### config.mk
export PLATFORM = sky130hd
export DESIGN_NAME = isv_top
export DESIGN_NICKNAME = d
export VERILOG_FILES = /design/src/rtl/isv_pkg.sv /design/src/rtl/isv_flag_bank.sv /design/src/rtl/isv_prio_enc.sv /design/src/rtl/isv_seq.sv /design/src/rtl/isv_top.sv
export SDC_FILE = /design/constraint.sdc
export NUM_CORES = 1
export LEC_CHECK = 0
export BUFFER_PORTS_ARGS = -buffer_cell sky130_fd_sc_hd__buf_4
export CAP_MARGIN = 20
export CELL_PAD_IN_SITES_DETAIL_PLACEMENT = 0
export CELL_PAD_IN_SITES_GLOBAL_PLACEMENT = 2
export CORE_MARGIN = 5
export CORE_UTILIZATION = 25
export CTS_CLUSTER_SIZE = 14
export DETAILED_ROUTE_END_ITERATION = 6
export GPL_TIMING_DRIVEN = 0
export PLACE_DENSITY_LB_ADDON = 0.1
export RECOVER_POWER = 25
export SETUP_SLACK_MARGIN = 0.05
export SYNTH_ARGS = -nofsm -noshare
export SYNTH_HDL_FRONTEND = slang
export SYNTH_SLANG_ARGS = --single-unit
### constraint.sdc
create_clock -name clk -period 2.7 [get_ports clk]
set_clock_uncertainty 0.2 [all_clocks]
set_input_delay 0.54 -clock clk [delete_from_list [all_inputs] [get_ports clk]]
set_output_delay 0.54 -clock clk [all_outputs]
set_load 0.01 [all_outputs]
### src/rtl/isv_pkg.sv
package isv_pkg;
    localparam int LVL_W = 4;
    localparam int NSRC  = 8;
    localparam int CTL_W = 3;

    typedef logic [LVL_W-1:0] lvl_t;

    localparam lvl_t LV_NONE = 4'd0;
    localparam lvl_t LV_EOF  = 4'd1;
    localparam lvl_t LV_IFR  = 4'd2;
    localparam lvl_t LV_RXF  = 4'd3;
    localparam lvl_t LV_TXE  = 4'd4;
    localparam lvl_t LV_SYM  = 4'd7;

    // bit i of a source vector belongs to level i+1
    localparam logic [NSRC-1:0] BUS_SRC_MASK = 8'b1111_0111;
    localparam logic [NSRC-1:0] BLK_SRC_MASK = 8'b0000_0110;

    localparam int C_LOOP_A = 0;
    localparam int C_LOOP_D = 1;
    localparam int C_ENDTX  = 2;

    typedef enum logic [1:0] {
        RA_VEC  = 2'd0,
        RA_CTL  = 2'd1,
        RA_DAT  = 2'd2,
        RA_NONE = 2'd3
    } reg_addr_e;
endpackage

### src/rtl/isv_flag_bank.sv
module isv_flag_bank
    import isv_pkg::*;
#(
    parameter int N = NSRC
) (
    input  logic         clk,
    input  logic         rst_n,
    input  logic [N-1:0] ev,
    input  logic [N-1:0] drop,
    input  logic [N-1:0] clr,
    output logic [N-1:0] flag_q
);
    typedef struct packed {
        logic [N-1:0] flag;
    } fb_state_t;

    fb_state_t s_d, s_q;
    logic [N-1:0] set_ok;

    for (genvar g = 0; g < N; g++) begin : g_src
        assign set_ok[g] = ev[g] & ~drop[g];
    end

    always_comb begin
        s_d = s_q;
        // a set in the same cycle overrides any clear
        s_d.flag = (s_q.flag & ~clr) | set_ok;
    end

    always_ff @(posedge clk or negedge rst_n) begin
        if (!rst_n) s_q <= '0;
        else        s_q <= s_d;
    end

    assign flag_q = s_q.flag;
endmodule

### src/rtl/isv_prio_enc.sv
module isv_prio_enc
    import isv_pkg::*;
#(
    parameter int N = NSRC
) (
    input  logic [N-1:0] flags,
    output lvl_t         level
);
    logic [N:0] above;
    lvl_t       lvl_of [N];

    // above[i] is high when some flag at index >= i is set
    assign above[N] = 1'b0;
    for (genvar g = N - 1; g >= 0; g--) begin : g_chain
        assign above[g]  = above[g+1] | flags[g];
        assign lvl_of[g] = (flags[g] & ~above[g+1]) ? lvl_t'(g + 1) : LV_NONE;
    end

    always_comb begin
        level = LV_NONE;
        for (int i = 0; i < N; i++) begin
            level = level | lvl_of[i];
        end
    end
endmodule

### src/rtl/isv_seq.sv
module isv_seq
    import isv_pkg::*;
#(
    parameter int N = NSRC
) (
    input  logic             clk,
    input  logic             rst_n,
    input  logic             vec_rd,
    input  logic             dat_rd,
    input  logic             dat_wr,
    input  logic             ctl_wr,
    input  logic [CTL_W-1:0] ctl_wdata,
    input  lvl_t             level,
    input  logic             eof_ok,
    output logic [N-1:0]     clr,
    output logic [1:0]       loop_q,
    output logic             block_q
);
    typedef struct packed {
        logic       armed;
        lvl_t       arm_lvl;
        logic [1:0] loop;
        logic       block;
    } seq_state_t;

    seq_state_t s_d, s_q;

    function automatic logic [N-1:0] lvl_onehot(input lvl_t l);
        logic [N-1:0] m;
        m = '0;
        for (int i = 0; i < N; i++) begin
            if (l == lvl_t'(i + 1)) m[i] = 1'b1;
        end
        return m;
    endfunction

    function automatic logic is_data_src(input lvl_t l);
        return (l == LV_IFR) || (l == LV_RXF) || (l == LV_TXE);
    endfunction

    always_comb begin
        s_d = s_q;
        clr = '0;

        if (s_q.block && eof_ok) s_d.block = 1'b0;

        if (vec_rd) begin
            if (is_data_src(level)) begin
                s_d.armed   = 1'b1;
                s_d.arm_lvl = level;
            end else begin
                s_d.armed   = 1'b0;
                s_d.arm_lvl = LV_NONE;
                clr         = lvl_onehot(level);
                if (level == LV_SYM) s_d.block = 1'b1;
            end
        end

        if (dat_rd || dat_wr) begin
            if (s_q.armed) begin
                if (dat_rd && (s_q.arm_lvl == LV_IFR || s_q.arm_lvl == LV_RXF))
                    clr = clr | lvl_onehot(s_q.arm_lvl);
                if (dat_wr && s_q.arm_lvl == LV_TXE)
                    clr = clr | lvl_onehot(LV_TXE);
            end
            s_d.armed   = 1'b0;
            s_d.arm_lvl = LV_NONE;
        end

        if (ctl_wr) begin
            s_d.loop = {ctl_wdata[C_LOOP_D], ctl_wdata[C_LOOP_A]};
            if (ctl_wdata[C_ENDTX]) clr = clr | lvl_onehot(LV_TXE);
        end
    end

    always_ff @(posedge clk or negedge rst_n) begin
        if (!rst_n) s_q <= '0;
        else        s_q <= s_d;
    end

    assign loop_q  = s_q.loop;
    assign block_q = s_q.block;
endmodule

### src/rtl/isv_top.sv
module isv_top
    import isv_pkg::*;
#(
    parameter int DW        = 8,
    parameter int VEC_SHIFT = 2
) (
    input  logic            clk,
    input  logic            rst_n,
    input  logic [1:0]      bus_addr,
    input  logic            bus_rd,
    input  logic            bus_wr,
    input  logic [DW-1:0]   bus_wdata,
    output logic [DW-1:0]   bus_rdata,
    input  logic [DW-1:0]   rx_data,
    input  logic [NSRC-1:0] ev_src,
    output logic            irq,
    output logic            link_en,
    output logic            link_isolated
);
    logic            vec_rd, dat_rd, dat_wr, ctl_wr;
    logic [NSRC-1:0] flags, clr_vec, drop;
    logic [1:0]      loop;
    logic            blocked, isolated, eof_ok;
    lvl_t            level;
    logic [DW-1:0]   vec_byte, ctl_byte;
    logic            wdata_unused;

    assign vec_rd = bus_rd && (bus_addr == RA_VEC);
    assign dat_rd = bus_rd && (bus_addr == RA_DAT);
    assign dat_wr = bus_wr && (bus_addr == RA_DAT);
    assign ctl_wr = bus_wr && (bus_addr == RA_CTL);
    assign wdata_unused = ^bus_wdata[DW-1:CTL_W];

    assign isolated = |loop;
    assign drop     = (isolated ? BUS_SRC_MASK : '0) | (blocked ? BLK_SRC_MASK : '0);
    assign eof_ok   = ev_src[0] & ~isolated;

    isv_flag_bank #(.N(NSRC)) u_flags (
        .clk    (clk),
        .rst_n  (rst_n),
        .ev     (ev_src),
        .drop   (drop),
        .clr    (clr_vec),
        .flag_q (flags)
    );

    isv_prio_enc #(.N(NSRC)) u_enc (
        .flags (flags),
        .level (level)
    );

    isv_seq #(.N(NSRC)) u_seq (
        .clk       (clk),
        .rst_n     (rst_n),
        .vec_rd    (vec_rd),
        .dat_rd    (dat_rd),
        .dat_wr    (dat_wr),
        .ctl_wr    (ctl_wr),
        .ctl_wdata (bus_wdata[CTL_W-1:0]),
        .level     (level),
        .eof_ok    (eof_ok),
        .clr       (clr_vec),
        .loop_q    (loop),
        .block_q   (blocked)
    );

    always_comb begin
        vec_byte = '0;
        vec_byte[VEC_SHIFT +: LVL_W] = level;
        ctl_byte = '0;
        ctl_byte[1:0] = loop;
        case (bus_addr)
            RA_VEC:  bus_rdata = vec_byte;
            RA_CTL:  bus_rdata = ctl_byte;
            RA_DAT:  bus_rdata = rx_data;
            default: bus_rdata = '0;
        endcase
    end

    assign irq           = (level != LV_NONE);
    assign link_en       = ~blocked;
    assign link_isolated = isolated;
endmodule

### Word level (Yosys, flattened, before mapping)

Index checks and enable logic that the tools add are counted.
Widths: inputs -> output; s select.

| word-level totals | value |
|---|---|
| register bits | 16 |
| bits of input ports | 30 |
| output and inout bits | 11 |

| cells by class | value |
|---|---|
| eq/ne operators | 18 |
| muxes and demuxes | 66 |
| bitwise logic cells | 51 |
| reduce and logical (&&, ||, !) cells | 15 |

Operators with widths:

| cell | count |
|---|---|
| $mux 8 | 6 |
| $mux 1 | 45 |
| $eq 4x3->1 const B | 8 |
| $pmux 8 s3 | 1 |
| $or 4x4->4 | 5 |
| $not 1->1 | 17 |
| $and 1x1->1 | 16 |
| $eq 4x2->1 const B | 4 |
| $mux 4 | 4 |
| $or 8x8->8 | 2 |
| $mux 3 | 5 |
| $mux 5 | 3 |
| $and 8x8->8 | 1 |
| $eq 4x1->1 const B | 2 |
| $eq 4x4->1 const B | 2 |
| $not 8->8 | 1 |
| $or 4x3->4 | 2 |
| $or 8x3->8 | 1 |
| $logic_and 1x1->1 | 7 |
| $or 1x1->1 | 6 |
| $logic_or 1x1->1 | 4 |
| $mux 2 | 2 |
| $reduce_bool 4->1 | 1 |
| $eq 2x1->1 const B | 1 |
| 4 further kinds | 4 |

### Logic depth before layout (Yosys ltp)

| logic depth | value |
|---|---|
| depth after elaboration | 31 |
| depth in mapped cells | 5 |
| mapped depth without buffers | 4 |

### By module

A second synthesis with hierarchy kept.

| unflattened totals | value |
|---|---|
| cells, all modules | 113 |
| area total of the unflattened synthesis | 1,056.0 um^2 |

By module, submodules not included:

| module | times used | cells an instance | area each (um^2) | seq. area each (um^2) |
|---|---|---|---|---|
| isv_seq | 1 | 43 | 442.9 | 200.2 |
| isv_flag_bank | 1 | 32 | 360.3 | 200.2 |
| isv_top | 1 | 26 | 177.7 | 0.0 |
| isv_prio_enc | 1 | 12 | 75.1 | 0.0 |

### Least setup slack after synthesis

Ideal clock, no wire load.

| path | value |
|---|---|
| path type | register to output |
| from | register u_flags.s_q (netlist bit u_flags.flag_q[6]) |
| to | output port bus_rdata[4] |
| arrival | 1.147 ns |
| required time | 1.960 ns |
| path slack | 0.813 ns |
| cell stages (with the launch flop) | 6 |
| cell sequence | dfrtp_1 > buf_2 > nor4_2 > nor3_1 > a21oi_1 > nor2_1 |

| on the way | value |
|---|---|
| word-level cells in the longest chain between the ends | 12 |
| elaborated cells between the ends (all ways) | 20 |
| those cells by class | mux: 5; bitwise: 15 |

Ends and longest elaborated chain:

| element | RTL line | source |
|---|---|---|
| start, declared | isv_flag_bank.sv:17 | `fb_state_t s_d, s_q;` |
| start signal, assigned | isv_flag_bank.sv:31 | `if (!rst_n) s_q <= '0;` |
| start signal, assigned | isv_flag_bank.sv:32 | `else s_q <= s_d;` |
| $or 1x1->1 (3 in series) | isv_prio_enc.sv:15 | `assign above[g] = above[g+1] \| flags[g];` |
| $not 1->1 | isv_prio_enc.sv:16 | `assign lvl_of[g] = (flags[g] & ~above[g+1]) ? lvl_t'(g + 1) : LV_NONE;` |
| $and 1x1->1 | isv_prio_enc.sv:16 |  |
| $mux 3 | isv_prio_enc.sv:16 |  |
| $or 4x4->4 (2 in series) | isv_prio_enc.sv:22 | `level = level \| lvl_of[i];` |
| $or 4x3->4 | isv_prio_enc.sv:22 |  |
| $or 4x3->4 * | isv_prio_enc.sv:22 |  |
| $or 4x4->4 * | isv_prio_enc.sv:22 |  |
| $pmux 8 s3 * | isv_top.sv:72 | `case (bus_addr)` |
| end, declared | isv_top.sv:13 | `output logic [DW-1:0] bus_rdata,` |

Mark *: on every way between the ends. The rest lies on a longest branch, timed or not.

### Worst setup path in the final report

Same ends and word-level chain as after synthesis.

==> metrics.txt <==
Setup Total Neg Slack=0 ps; main combinational cell family by area after synthesis=simple AND/OR/NAND/NOR gates; H-Tree Depth=1; post-synthesis adder-cell area fraction=0; die area=5130 um^2; CTS tree=done; Synth Area in Compound Gates=0.207; gr usage total=0.109; setup slack, reg-to-reg=1080 ps; Residual DRC=0; Clk pwr share=0.315; outcome=complete, no violations; PnR worst setup slack=324 ps; Max Slew Vio Count=0; fillers=377; wirelength, routed=2630 um; Post-CTS Resized=0; clock root buffer=clkbuf_8; vias in the first global route=889; Synth Area in XOR/XNOR=0; post-synthesis mux area share=0.0343; final hold violation count=0; Pre-antenna DRT Iters=4; clock sink total=16; WP data required=1960 ps; Max Freq=421 MHz; Arr. time, crit path=1640 ps; Post-Synth Simple-Gate Area=0.282; Hold WC Path Type=input pin to flip-flop; number of antenna violations at the first check in global routing=0; top-area cell type share of the netlist area=0.422; via count=882; multi-input logic area=497 um^2; Synth Area per Inst=9.21 um^2; ant diodes=0; Clock Latency Late Sink=250 ps; Post-Syn Nets=133; Worst-path clk slew=70 ps; cell with the most instances after synthesis=dfrtp_1; FF/Latch Area=400 um^2; internal power=0.477 mW; I/O pins=41; switching share of power=0.300; CORE AREA=3660 um^2; count of unique library cells instantiated by Yosys=33; number of vias per cell=4.62; Critical Setup Path Class=flip-flop to output port; largest net degree at the start of global routing=17; Max-slew headroom=0.386; final HPWL from detailed placement=2070 um; Hold Worst Slack=279 ps; fin nets=174; Area Growth Syn to Fin=40.5%; Die X-Extent=71.6 um; Peak VDD IR=0.331 mV; final setup vio count=0; share of post-route cells with drive strength above 1=0.378; endpoint class of the critical path=output port; Die H=71.6 um; flip-flop and latch count after synthesis=16; Port Buffers=35; Mapped Cells=103; prevailing post-synth register cell=dfrtp_1; CTS Buf Count=3; drt first-iter violations=47; post-synthesis sequential area ratio=0.422; Cell Rows=22; Sw Pwr=0.205 mW; LEAKAGE=0.636 nW; Finished Core Util=0.364; DRT antenna net count=0; Initial Util=0.259; startpoint types=flip-flop; Post-Syn Area=948 um^2; CP Max Fanout=8; first-pass GRT wire length=4350 um; top area cells in the synthesized netlist=dfrtp_1 42%, a22o_1 6.5%, nor2_1 4.4%; min Tclk post-route=2380 ps; EDFF count, synth=0; Reg power frac=0.397; Synth area leader=dfrtp_1; Synth async-reset ratio=1.00; most frequent cells after synthesis=16 x dfrtp_1, 11 x nor2_1, 10 x nand2_1, 7 x a22o_1, 7 x inv_1; Yosys warnings=0; pre-CTS setup slack=504 ps; Final Wtd Congestion=0.763; grt ovf=0; MaxCap Viol Count=0; RSZ-0062 raised after global routing=no; Pwr Density=512 nW/um^2; period utilisation layout=0.880; deepest clock path buffer count=2; Slew @ Worst Pin=920 ps; combinational cell fraction of total power=0.287; Routed WL per cell=13.8 um
-- metrics by stage --
stage,total power [mW],area [um^2],instances
floorplan,0.384,948,103
global route,0.729,1330,191
CTS,0.694,1340,191
finish,0.682,1330,191
detailed placement,0.475,1270,186
global placement,0.473,1270,186
-- final cells by class --
class,count,area share
multi-input combinational,75,0.373
sequential,16,0.300
timing repair buffer,36,0.202
tap,48,0.0451
clock buffer,4,0.0413
inverter,7,0.0197
buffer,5,0.0188
-- layout by cell type, fill, tap and decap left out, types with 2 or more instances in the layout --
cell       instances
a21oi_1            6
a22o_1             7
and2_1             2
buf_2              5
buf_4             34
clkbuf_8           4
dfrtp_1           16
inv_1              7
mux2_2             2
nand2_1           10
nand2b_1           2
nand3_1            2
nand4_1            2
nor2_1            11
nor2b_1            3
nor3_1             4
o21ai_0            4
o2bb2ai_1          2
o31ai_1            2
-- flip-flops by register name (all words and copies together), names as in the netlist --
| signal | count |
|---|---|
| u_seq.block_q | 1 |
| u_flags.flag_q | 8 |
| u_seq.loop_q | 2 |
| u_seq.s_q | 5 |
-- worst max-delay path: stages (launching register included) --
cell and delay, ps:
dfrtp_1 350, buf_2 170, nor4_2 470, nor3_1 80, a21oi_1 130, nor2_1 50, buf_4 140
-- metal layers --
layer	track usage	vias up	wire length (um)
li1	-	451	-
met1	0.144	409	1200
met2	0.169	20	1270
met3	0.0351	2	143
met4	0.0292	0	16
met5	0	-	0
-- path summary, 6_finish.rpt --
check,from,to,cells after the start
setup / recovery,u_flags.flag_q[6]$_DFF_PN0_,bus_rdata[4],6
setup reg to reg,u_flags.flag_q[6]$_DFF_PN0_,u_flags.flag_q[0]$_DFF_PN0_,5
min in group asynchronous,rst_n,u_seq.s_q[3]$_DFFE_PN0P_,2
hold / removal,ev_src[3],u_flags.flag_q[3]$_DFF_PN0_,2
max in group asynchronous,rst_n,u_flags.flag_q[1]$_DFF_PN0_,2
hold reg to reg,u_flags.flag_q[0]$_DFF_PN0_,u_flags.flag_q[0]$_DFF_PN0_,2
-- cells by family (layout without fill, tap and decap cells) --
logic type	count (synthesis)	after routing
DFF	16	16
and+or+nand+nor	45	45
AOI/OAI and AO/OA	27	27
muxes	3	3
buffers and inverters	12	52
-- power by group through the flow --
stage | clock network (mW) | registers [mW] | logic (mW)
after floorplan | 0 | 0.273 | 0.111
after global placement | 0 | 0.275 | 0.197
after global routing | 0.235 | 0.275 | 0.219
after CTS | 0.222 | 0.271 | 0.201
final | 0.215 | 0.271 | 0.196
after detailed placement | 0 | 0.276 | 0.199
-- timing repair --
item	CTS	global route
hold buffers	1	0
buffers inserted	0	0
endpoints found under the hold margin	16	0
No activity file was read; power rests on OpenSTA's default activity.
